--- config.mk ---
export PLATFORM = sky130hd
export DESIGN_NAME = exu_int
export DESIGN_NICKNAME = d
export VERILOG_FILES = /design/src/rtl/exu_pkg.sv /design/src/rtl/exu_decode.sv /design/src/rtl/exu_shifter.sv /design/src/rtl/exu_divider.sv /design/src/rtl/exu_int.sv
export SDC_FILE = /design/constraint.sdc
export NUM_CORES = 2
export LEC_CHECK = 0
export BUFFER_PORTS_ARGS = -buffer_cell sky130_fd_sc_hd__buf_4
export CORE_MARGIN = 8
export CORE_UTILIZATION = 71
export CTS_CLUSTER_DIAMETER = 150
export DETAILED_ROUTE_END_ITERATION = 7
export PLACE_DENSITY = 0.9
export SYNTH_ARGS = -nofsm -noshare
export SYNTH_HDL_FRONTEND = slang
export SYNTH_SLANG_ARGS = --single-unit
--- constraint.sdc ---
create_clock -name clk -period 7.2 [get_ports clk]
set_input_delay 1.08 -clock clk [delete_from_list [all_inputs] [get_ports clk]]
set_output_delay 1.08 -clock clk [all_outputs]
set_load 0.01 [all_outputs]
--- src/rtl/exu_pkg.sv ---
package exu_pkg;

    localparam int INSN_W = 32;
    localparam int REG_IDX_W = 5;
    localparam int IMM_W = 16;

    localparam logic [1:0] CLS_HIGH = 2'd0;
    localparam logic [1:0] CLS_IMM  = 2'd2;
    localparam logic [1:0] CLS_REG  = 2'd3;

    localparam logic [3:0] GRP_REG   = 4'd8;
    localparam logic [3:0] GRP_HIGH  = 4'd6;
    localparam logic [3:0] GRP_ISHF  = 4'd13;

    localparam logic [3:0] IGRP_ADD = 4'd5;
    localparam logic [3:0] IGRP_SUB = 4'd7;
    localparam logic [3:0] IGRP_AND = 4'd8;
    localparam logic [3:0] IGRP_OR  = 4'd9;
    localparam logic [3:0] IGRP_XOR = 4'd10;
    localparam logic [3:0] IGRP_MUL = 4'd11;

    localparam logic [3:0] FN_ADD   = 4'd0;
    localparam logic [3:0] FN_SUB   = 4'd2;
    localparam logic [3:0] FN_AND   = 4'd3;
    localparam logic [3:0] FN_OR    = 4'd4;
    localparam logic [3:0] FN_XOR   = 4'd5;
    localparam logic [3:0] FN_MUL   = 4'd6;
    localparam logic [3:0] FN_SHIFT = 4'd8;
    localparam logic [3:0] FN_DIVS  = 4'd9;
    localparam logic [3:0] FN_DIVU  = 4'd10;

    typedef enum logic [3:0] {
        OP_NONE,
        OP_ADD,
        OP_SUB,
        OP_AND,
        OP_OR,
        OP_XOR,
        OP_MUL,
        OP_SHIFT,
        OP_HIGH,
        OP_DIVS,
        OP_DIVU
    } exu_op_e;

    typedef enum logic [1:0] {
        SHF_LEFT,
        SHF_RLOG,
        SHF_RARITH,
        SHF_ROTR
    } shf_kind_e;

    typedef struct packed {
        exu_op_e              op;
        shf_kind_e            shf;
        logic                 use_imm;
        logic                 imm_sext;
        logic [REG_IDX_W-1:0] rd;
        logic [IMM_W-1:0]     imm;
    } exu_dec_t;

    function automatic logic shf_sel_valid(input logic [2:0] sel);
        return (sel == 3'd0) || (sel == 3'd1) || (sel == 3'd2) || (sel == 3'd4);
    endfunction

    function automatic shf_kind_e shf_sel_kind(input logic [2:0] sel);
        shf_kind_e k;
        case (sel)
            3'd1:    k = SHF_RLOG;
            3'd2:    k = SHF_RARITH;
            3'd4:    k = SHF_ROTR;
            default: k = SHF_LEFT;
        endcase
        return k;
    endfunction

endpackage

--- src/rtl/exu_decode.sv ---
module exu_decode
    import exu_pkg::*;
(
    input  logic [INSN_W-1:0] insn_i,
    output exu_dec_t          dec_o
);

    logic [1:0] cls;
    logic [3:0] grp;
    logic [3:0] fn;
    logic [2:0] sel;
    logic       unused_src;

    assign cls = insn_i[31:30];
    assign grp = insn_i[29:26];
    assign fn  = insn_i[3:0];
    assign sel = insn_i[7:5];
    assign unused_src = ^insn_i[20:16];

    always_comb begin
        dec_o          = '0;
        dec_o.op       = OP_NONE;
        dec_o.shf      = shf_sel_kind(sel);
        dec_o.rd       = insn_i[25:21];
        dec_o.imm      = insn_i[15:0];
        dec_o.use_imm  = 1'b0;
        dec_o.imm_sext = 1'b0;

        if (cls == CLS_REG && grp == GRP_REG) begin
            if (fn == FN_SHIFT) begin
                if (insn_i[10:8] == 3'd0 && !insn_i[4] && shf_sel_valid(sel)) begin
                    dec_o.op = OP_SHIFT;
                end
            end else if (insn_i[10:4] == 7'd0) begin
                case (fn)
                    FN_ADD:  dec_o.op = OP_ADD;
                    FN_SUB:  dec_o.op = OP_SUB;
                    FN_AND:  dec_o.op = OP_AND;
                    FN_OR:   dec_o.op = OP_OR;
                    FN_XOR:  dec_o.op = OP_XOR;
                    FN_MUL:  dec_o.op = OP_MUL;
                    FN_DIVS: dec_o.op = OP_DIVS;
                    FN_DIVU: dec_o.op = OP_DIVU;
                    default: dec_o.op = OP_NONE;
                endcase
            end
        end else if (cls == CLS_IMM) begin
            dec_o.use_imm = 1'b1;
            case (grp)
                IGRP_ADD: begin dec_o.op = OP_ADD; dec_o.imm_sext = 1'b1; end
                IGRP_SUB: begin dec_o.op = OP_SUB; dec_o.imm_sext = 1'b1; end
                IGRP_AND: dec_o.op = OP_AND;
                IGRP_OR:  dec_o.op = OP_OR;
                IGRP_XOR: dec_o.op = OP_XOR;
                IGRP_MUL: dec_o.op = OP_MUL;
                GRP_ISHF: begin
                    if (insn_i[15:8] == 8'd0 && shf_sel_valid(sel)) begin
                        dec_o.op = OP_SHIFT;
                    end
                end
                default:  dec_o.op = OP_NONE;
            endcase
        end else if (cls == CLS_HIGH && grp == GRP_HIGH) begin
            dec_o.op = OP_HIGH;
        end
    end

endmodule

--- src/rtl/exu_shifter.sv ---
module exu_shifter
    import exu_pkg::*;
#(
    parameter int DW = 32,
    localparam int SHW = $clog2(DW)
) (
    input  logic [DW-1:0]  val_i,
    input  logic [SHW-1:0] amt_i,
    input  shf_kind_e      kind_i,
    output logic [DW-1:0]  val_o
);

    logic [2*DW-1:0] doubled;

    assign doubled = {val_i, val_i} >> amt_i;

    always_comb begin
        case (kind_i)
            SHF_LEFT:   val_o = val_i << amt_i;
            SHF_RLOG:   val_o = val_i >> amt_i;
            SHF_RARITH: val_o = DW'($signed(val_i) >>> amt_i);
            default:    val_o = doubled[DW-1:0];
        endcase
    end

endmodule

--- src/rtl/exu_divider.sv ---
module exu_divider
    import exu_pkg::*;
#(
    parameter int DW = 32,
    localparam int CW = $clog2(DW)
) (
    input  logic                 clk,
    input  logic                 rst_n,
    input  logic                 load_i,
    input  logic                 signed_i,
    input  logic [DW-1:0]        dividend_i,
    input  logic [DW-1:0]        divisor_i,
    input  logic [REG_IDX_W-1:0] rd_i,
    output logic                 busy_o,
    output logic                 fin_o,
    output logic [DW-1:0]        quo_o,
    output logic [REG_IDX_W-1:0] rd_o
);

    typedef struct packed {
        logic                 busy;
        logic [CW-1:0]        cnt;
        logic [DW-1:0]        rem;
        logic [DW-1:0]        quo;
        logic [DW-1:0]        dvs;
        logic                 neg;
        logic [REG_IDX_W-1:0] rd;
    } div_st_t;

    div_st_t st_d, st_q;

    logic [DW:0]   shifted;
    logic [DW:0]   trial;
    logic          fits;
    logic [DW-1:0] rem_nx;
    logic [DW-1:0] quo_nx;

    function automatic logic [DW-1:0] magnitude(input logic [DW-1:0] v, input logic sgn);
        return (sgn && v[DW-1]) ? (~v + 1'b1) : v;
    endfunction

    assign shifted = {st_q.rem, st_q.quo[DW-1]};
    assign trial   = shifted - {1'b0, st_q.dvs};
    assign fits    = !trial[DW];
    assign rem_nx  = fits ? trial[DW-1:0] : shifted[DW-1:0];
    assign quo_nx  = {st_q.quo[DW-2:0], fits};

    assign busy_o = st_q.busy;
    assign fin_o  = st_q.busy && (st_q.cnt == CW'(DW - 1));
    assign quo_o  = st_q.neg ? (~quo_nx + 1'b1) : quo_nx;
    assign rd_o   = st_q.rd;

    always_comb begin
        st_d = st_q;
        if (load_i) begin
            st_d.busy = 1'b1;
            st_d.cnt  = '0;
            st_d.rem  = '0;
            st_d.quo  = magnitude(dividend_i, signed_i);
            st_d.dvs  = magnitude(divisor_i, signed_i);
            st_d.neg  = signed_i && (dividend_i[DW-1] ^ divisor_i[DW-1]);
            st_d.rd   = rd_i;
        end else if (st_q.busy) begin
            st_d.rem = rem_nx;
            st_d.quo = quo_nx;
            st_d.cnt = st_q.cnt + 1'b1;
            if (fin_o) begin
                st_d.busy = 1'b0;
            end
        end
    end

    always_ff @(posedge clk or negedge rst_n) begin
        if (!rst_n) begin
            st_q <= '0;
        end else begin
            st_q <= st_d;
        end
    end

endmodule

--- src/rtl/exu_int.sv ---
module exu_int
    import exu_pkg::*;
#(
    parameter int DW = 32,
    localparam int SHW = $clog2(DW)
) (
    input  logic                 clk,
    input  logic                 rst_n,
    input  logic                 start_i,
    input  logic [INSN_W-1:0]    insn_i,
    input  logic [DW-1:0]        opa_i,
    input  logic [DW-1:0]        opb_i,
    output logic [DW-1:0]        result_o,
    output logic [REG_IDX_W-1:0] dest_o,
    output logic                 done_o,
    output logic                 trap_o
);

    typedef struct packed {
        logic [DW-1:0]        res;
        logic [REG_IDX_W-1:0] rd;
        logic                 done;
        logic                 trap;
    } out_st_t;

    out_st_t st_d, st_q;

    exu_dec_t             dec;
    logic [DW-1:0]        opnd_b;
    logic [DW-1:0]        shf_y;
    logic [DW-1:0]        alu_y;
    logic                 div_busy;
    logic                 div_fin;
    logic [DW-1:0]        div_quo;
    logic [REG_IDX_W-1:0] div_rd;
    logic                 accept;
    logic                 is_div;
    logic                 zero_div;
    logic                 div_load;

    exu_decode u_dec (
        .insn_i (insn_i),
        .dec_o  (dec)
    );

    always_comb begin
        if (!dec.use_imm) begin
            opnd_b = opb_i;
        end else if (dec.imm_sext) begin
            opnd_b = {{(DW-IMM_W){dec.imm[IMM_W-1]}}, dec.imm};
        end else begin
            opnd_b = {{(DW-IMM_W){1'b0}}, dec.imm};
        end
    end

    exu_shifter #(.DW(DW)) u_shf (
        .val_i  (opa_i),
        .amt_i  (opnd_b[SHW-1:0]),
        .kind_i (dec.shf),
        .val_o  (shf_y)
    );

    always_comb begin
        case (dec.op)
            OP_ADD:   alu_y = opa_i + opnd_b;
            OP_SUB:   alu_y = opa_i - opnd_b;
            OP_AND:   alu_y = opa_i & opnd_b;
            OP_OR:    alu_y = opa_i | opnd_b;
            OP_XOR:   alu_y = opa_i ^ opnd_b;
            OP_MUL:   alu_y = opa_i * opnd_b;
            OP_SHIFT: alu_y = shf_y;
            OP_HIGH:  alu_y = {dec.imm, {(DW-IMM_W){1'b0}}};
            default:  alu_y = '0;
        endcase
    end

    assign accept   = start_i && !div_busy;
    assign is_div   = (dec.op == OP_DIVS) || (dec.op == OP_DIVU);
    assign zero_div = (opb_i == '0);
    assign div_load = accept && is_div && !zero_div;

    exu_divider #(.DW(DW)) u_div (
        .clk        (clk),
        .rst_n      (rst_n),
        .load_i     (div_load),
        .signed_i   (dec.op == OP_DIVS),
        .dividend_i (opa_i),
        .divisor_i  (opb_i),
        .rd_i       (dec.rd),
        .busy_o     (div_busy),
        .fin_o      (div_fin),
        .quo_o      (div_quo),
        .rd_o       (div_rd)
    );

    always_comb begin
        st_d      = st_q;
        st_d.done = 1'b0;
        st_d.trap = 1'b0;
        if (div_fin) begin
            st_d.res  = div_quo;
            st_d.rd   = div_rd;
            st_d.done = 1'b1;
        end else if (accept && dec.op != OP_NONE) begin
            if (is_div) begin
                st_d.trap = zero_div;
            end else begin
                st_d.res  = alu_y;
                st_d.rd   = dec.rd;
                st_d.done = 1'b1;
            end
        end
    end

    always_ff @(posedge clk or negedge rst_n) begin
        if (!rst_n) begin
            st_q <= '0;
        end else begin
            st_q <= st_d;
        end
    end

    assign result_o = st_q.res;
    assign dest_o   = st_q.rd;
    assign done_o   = st_q.done;
    assign trap_o   = st_q.trap;

endmodule

==> results.md, run 1 <==
* Post-synth ARST share at 1.000
* Tool error: [ERROR GRT-0116] Global routing finished with congestion. Check the congestion regions in the DRC Viewer.
* Yosys reg bits at 147
* Top cell type's share of synthesized area at 0.2320
* Gate count after technology mapping at ~4500
* Mapped Area at around 35000 um^2
* Synth cell count leaders: nand2_1, inv_1, fa_1
* All-Layer GR Usage at 0.7197
* Placed insts at ~5600
* Port-buffer cells at 132
* Mean Syn Cell Area at 7.867 um^2
* Mapped Nets at 5267
* Row cnt at just over 80
* Clk buf depth at 2
* Largest net degree at the start of global routing at 101
* Failed at: global routing (5_1_grt)
* First-pass GRT wire length at 304.1 mm
* Number of flops mapped to enable cells by yosys at 0
* Die span in x at 239.2 um
* GP Congestion at 1.258
* Post-synthesis mux area share at 0.05326
* H-tree Lvls at 4
* Die height at 239.2 um
* Most common cell in the netlist: nand2_1
* XOR/XNOR share of the synthesized area at 0.06062
* Synth area leaders: fa_1, dfrtp_1, ha_1, nand2_1, inv_1
* Unique masters post-synth at 91
* Synth Flop Type: dfrtp_1
* Sequential area share after synthesis at 0.1040
* Starting Density at 0.7124
* Synth Area in Compound Gates at 0.1897
* Hold_buf cts at 0
* Synth area leader: fa_1
* Detailed Place HPWL at 135.1 mm
* Area share of and/or/nand/nor cells after synthesis at 0.1658
* Global route overflow at 5
* Main combinational cell family by area after synthesis: adder cells
* Ports at 138
* Status: stopped before the end
* Root buffer cell: clkbuf_16
* Clock sink count at 147
* CTS buffer count at 17
* Adder-cell area share of the yosys netlist at 0.3246
* Vias in the first global route at approximately 47000
* YS warnings at 0
layer usage:
| metal | GRT overflow | GRT usage |
|---|---|---|
| met5 | 0 | 0.3045 |
| met4 | 1 | 0.6797 |
| met3 | 0 | 0.6068 |
| met2 | 4 | 0.8747 |
| met1 | 0 | 0.7115 |
cell families after synthesis:
group	count (synthesis)
and+or+nand+nor	1338
AOI/OAI and AO/OA	1008
buffers and inverters	934
adders and majority gates	672
xor gates and xnor gates	237
muxes	161
DFF	147
through the flow:
step	TNS, ns	cell area, um^2	hold WS [ns]	setup slack [ns]	utilization
CTS	-11.12	42890	0.4842	-0.9234	0.8638
detailed placement	-27.37	41220	0.4678	-1.560	0.8300
global placement	-23.88	41220	0.4557	-1.415	0.8300
floorplan	-13.70	35850	0.4455	-1.050	-
what timing repair did:
action / 4_1_cts
buffers inserted: 45
gates resized for setup: 170
setup endpoints to repair: 22
pin swaps: 109
gates cloned: 1
==> run 2: changes to the inputs <==
Settings changed: CORE_UTILIZATION 71 to 40, CTS_CLUSTER_DIAMETER 150 to default, PLACE_DENSITY 0.9 to default, PLACE_DENSITY_LB_ADDON from default to 0.15.
==> run 2 against run 1 <==
  * The flow now finishes, with violations (setup timing)
  * Synthesized cell count unchanged
  * Synthesized area unchanged
==> results.md, run 2 <==
* Synth cell count leaders: nand2_1, inv_1, fa_1
* Mapped Nets at approximately 5300
* Rel. slew slack at 0.03226
* Worst-path clk slew at 0.08 ns
* Vias in the first global route at 37389
* Core area at 87970 um^2
* Total wire length at 183.0 mm
* CP max FO at 8
* Detailed Place HPWL at 150.2 mm
* Largest net degree at the start of global routing at 82
* Via Count at 37454
* Synth area leaders: fa_1, dfrtp_1, ha_1, nand2_1, inv_1
* All-Layer GR Usage at 0.3633
* Mapped Area at between 30000 and 40000 um^2
* Top cell type's share of synthesized area at 0.2320
* Avg WL per Cell at 29.27 um
* YS warnings at 0
* Post-synth ARST share at 1.000
* Worst slack, placed at -1.559 ns
* First-pass GRT wire length at 263.9 mm
* Hold_buf cts at 0
* CTS tree: built
* Die span in x at 313.4 um
* Global route overflow at 0
* Failing checks: setup timing
* Arr. time, crit path at 8.34 ns
* Most common cell in the netlist: nand2_1
* Reg with most FFs: u_div.st_q
* Initial DRC count at 4458
* Number of flops mapped to enable cells by yosys at 0
* Final setup violation count at 22
* Die area at between 90000 and 100000 um^2
* Share of layout cells above drive strength 1 at 0.2340
* Setup WS post-layout at -0.8195 ns
* Sequential area share after synthesis at 0.1040
* Core Util, Final at 0.5108
* Antenna violations before repair at 10
* Synth area leader: fa_1
* Tmin final at roughly 8.0 ns
* Max cap viols at 0
* Max-slew violations at 0
* Largest register FFs at 38
* Vias per cell at 5.992
* Yosys reg bits at 147
* NumNets Final at slightly below 6000
* Least-Margin Pin Slew at 1.452 ns
* CTS buffer count at 17
* TNS Setup at -10.65 ns
* Gate count after technology mapping at 4497
* Clk buf depth at 2
* Port-buffer cells at approximately 130
* Clock latency on the worst-skew pair at 0.46 ns
* Row cnt at 109
* Setup crit start kind: primary input
* Die height at 313.4 um
* Clock sink count at 147
* Max Clock Freq at 0.1247 GHz
* Mean Syn Cell Area at a little under 8 um^2
* H-tree Lvls at 4
* Synth Flop Type: dfrtp_1
* Status: finished, violations left
* Unique masters post-synth at between 90 and 100
* WP data required at approximately 7.5 ns
* CP endpoint kind: flip-flop
* Post-DRT Antenna Nets at 0
* Final hold violation count at 0
* Initial DRT Pass Iterations at 6
* Most common cell after layout, fill and taps aside: buf_4
* Critical path type: primary input to flip-flop
* GP Congestion at around 1.0
* Starting Density at 0.4022
* Ports at ~140
* Unrepaired setup endpoints after global routing: true
* Commonest non-fill, non-tap cells in the layout: buf_4, nand2_1, inv_1
* Root buffer cell: clkbuf_16
* Layout Skew at 0.01544 ns
* Min-Delay Path Class: flip-flop to flip-flop
* # DRC at 0
* Crit share post-route at 1.114
* Area grow syn2layout at 27.01%
## run 2: cell counts after synthesis
No cell type changed its count.
## run 2: final timing paths
path	from	to	slack [ns]	cells past startpoint
setup / recovery	insn_i[31]	result_o[31]$_DFFE_PN0P_	-0.82	27
hold / removal	u_div.rd_o[4]$_DFFE_PN0P_	u_div.rd_o[4]$_DFFE_PN0P_	0.48	2
setup reg to reg	u_div.shifted[0]$_DFFE_PN0P_	result_o[30]$_DFFE_PN0P_	1.74	22
hold reg to reg	u_div.rd_o[4]$_DFFE_PN0P_	u_div.rd_o[4]$_DFFE_PN0P_	0.48	2
max in group asynchronous	rst_n	u_div.busy_o$_DFF_PN0_	5.02	2
min in group asynchronous	rst_n	u_div.shifted[3]$_DFFE_PN0P_	0.68	1
## run 2: cell families (layout without fill, tap and decap cells)
family	after synthesis	after routing	synth area share
AOI/OAI and AO/OA	1008	1008	0.1897
xor gates and xnor gates	237	237	0.06062
adders and majority gates	672	672	0.3246
buffers and inverters	934	1517	0.1020
DFF	147	147	0.1040
muxes	161	161	0.05326
other	0	5	0
and+or+nand+nor	1338	1339	0.1658
## run 2: final cells by class
class	count	area [um^2]
Timing Repair Buffer	847	7103
Fill cell	8632	43030
Clock buffer	18	439.2
Multi-Input combinational cell	3417	29610
Tap cell	1165	1458
Antenna cell	5	12.51
Clock inverter	14	209.0
Sequential cell	147	3680
Inverter	638	2417
## run 2: routing by layer
| layer | global-route usage | routed length, um | vias up |
|---|---|---|---|
| li1 | - | - | 16288 |
| met1 | 0.4780 | 73240 | 18574 |
| met2 | 0.5616 | 79550 | 2093 |
| met3 | 0.07433 | 18290 | 497 |
| met4 | 0.1917 | 11890 | 2 |
| met5 | 0 | 13 | - |
## run 2: critical path: stages
cell,delay (ns)
buf_12,0.11
buf_12,0.12
nand2b_4,0.18
mux2_4,0.41
buf_4,0.17
inv_1,0.12
nor2_1,0.08
fa_1,0.62
inv_1,0.08
fa_1,0.53
fa_1,0.44
fa_1,0.51
fa_1,0.44
fa_1,0.54
fa_2,0.47
fa_2,0.39
xor2_2,0.16
xnor2_1,0.14
xnor2_1,0.16
xnor2_1,0.23
xnor3_1,0.26
xnor3_1,0.22
xnor3_1,0.27
and3_1,0.21
nor3_2,0.12
buf_4,0.14
o221ai_1,0.09
## run 2: per-stage QoR
| stage | instance area [um^2] | hold WS [ns] | instances |
|---|---|---|---|
| CTS | 44270 | 0.4806 | 6229 |
| global placement | 42590 | 0.4571 | 6180 |
| floorplan | 35850 | 0.4455 | 4497 |
| finish | 44930 | 0.4770 | 6251 |
| detailed placement | 42590 | 0.4618 | 6180 |
| global route | 44920 | 0.5021 | 6246 |
## run 2: repair_timing
item	CTS	global route
setup endpoints to repair	23	23
buffers inserted	19	25
cloned	3	0
pin swaps	88	103
endpoints found under the hold margin	0	0
resized for setup	176	120
Power of run 2 is not shown: default switching activity piles up to over one toggle a cycle in this logic, so the estimate is an artifact.
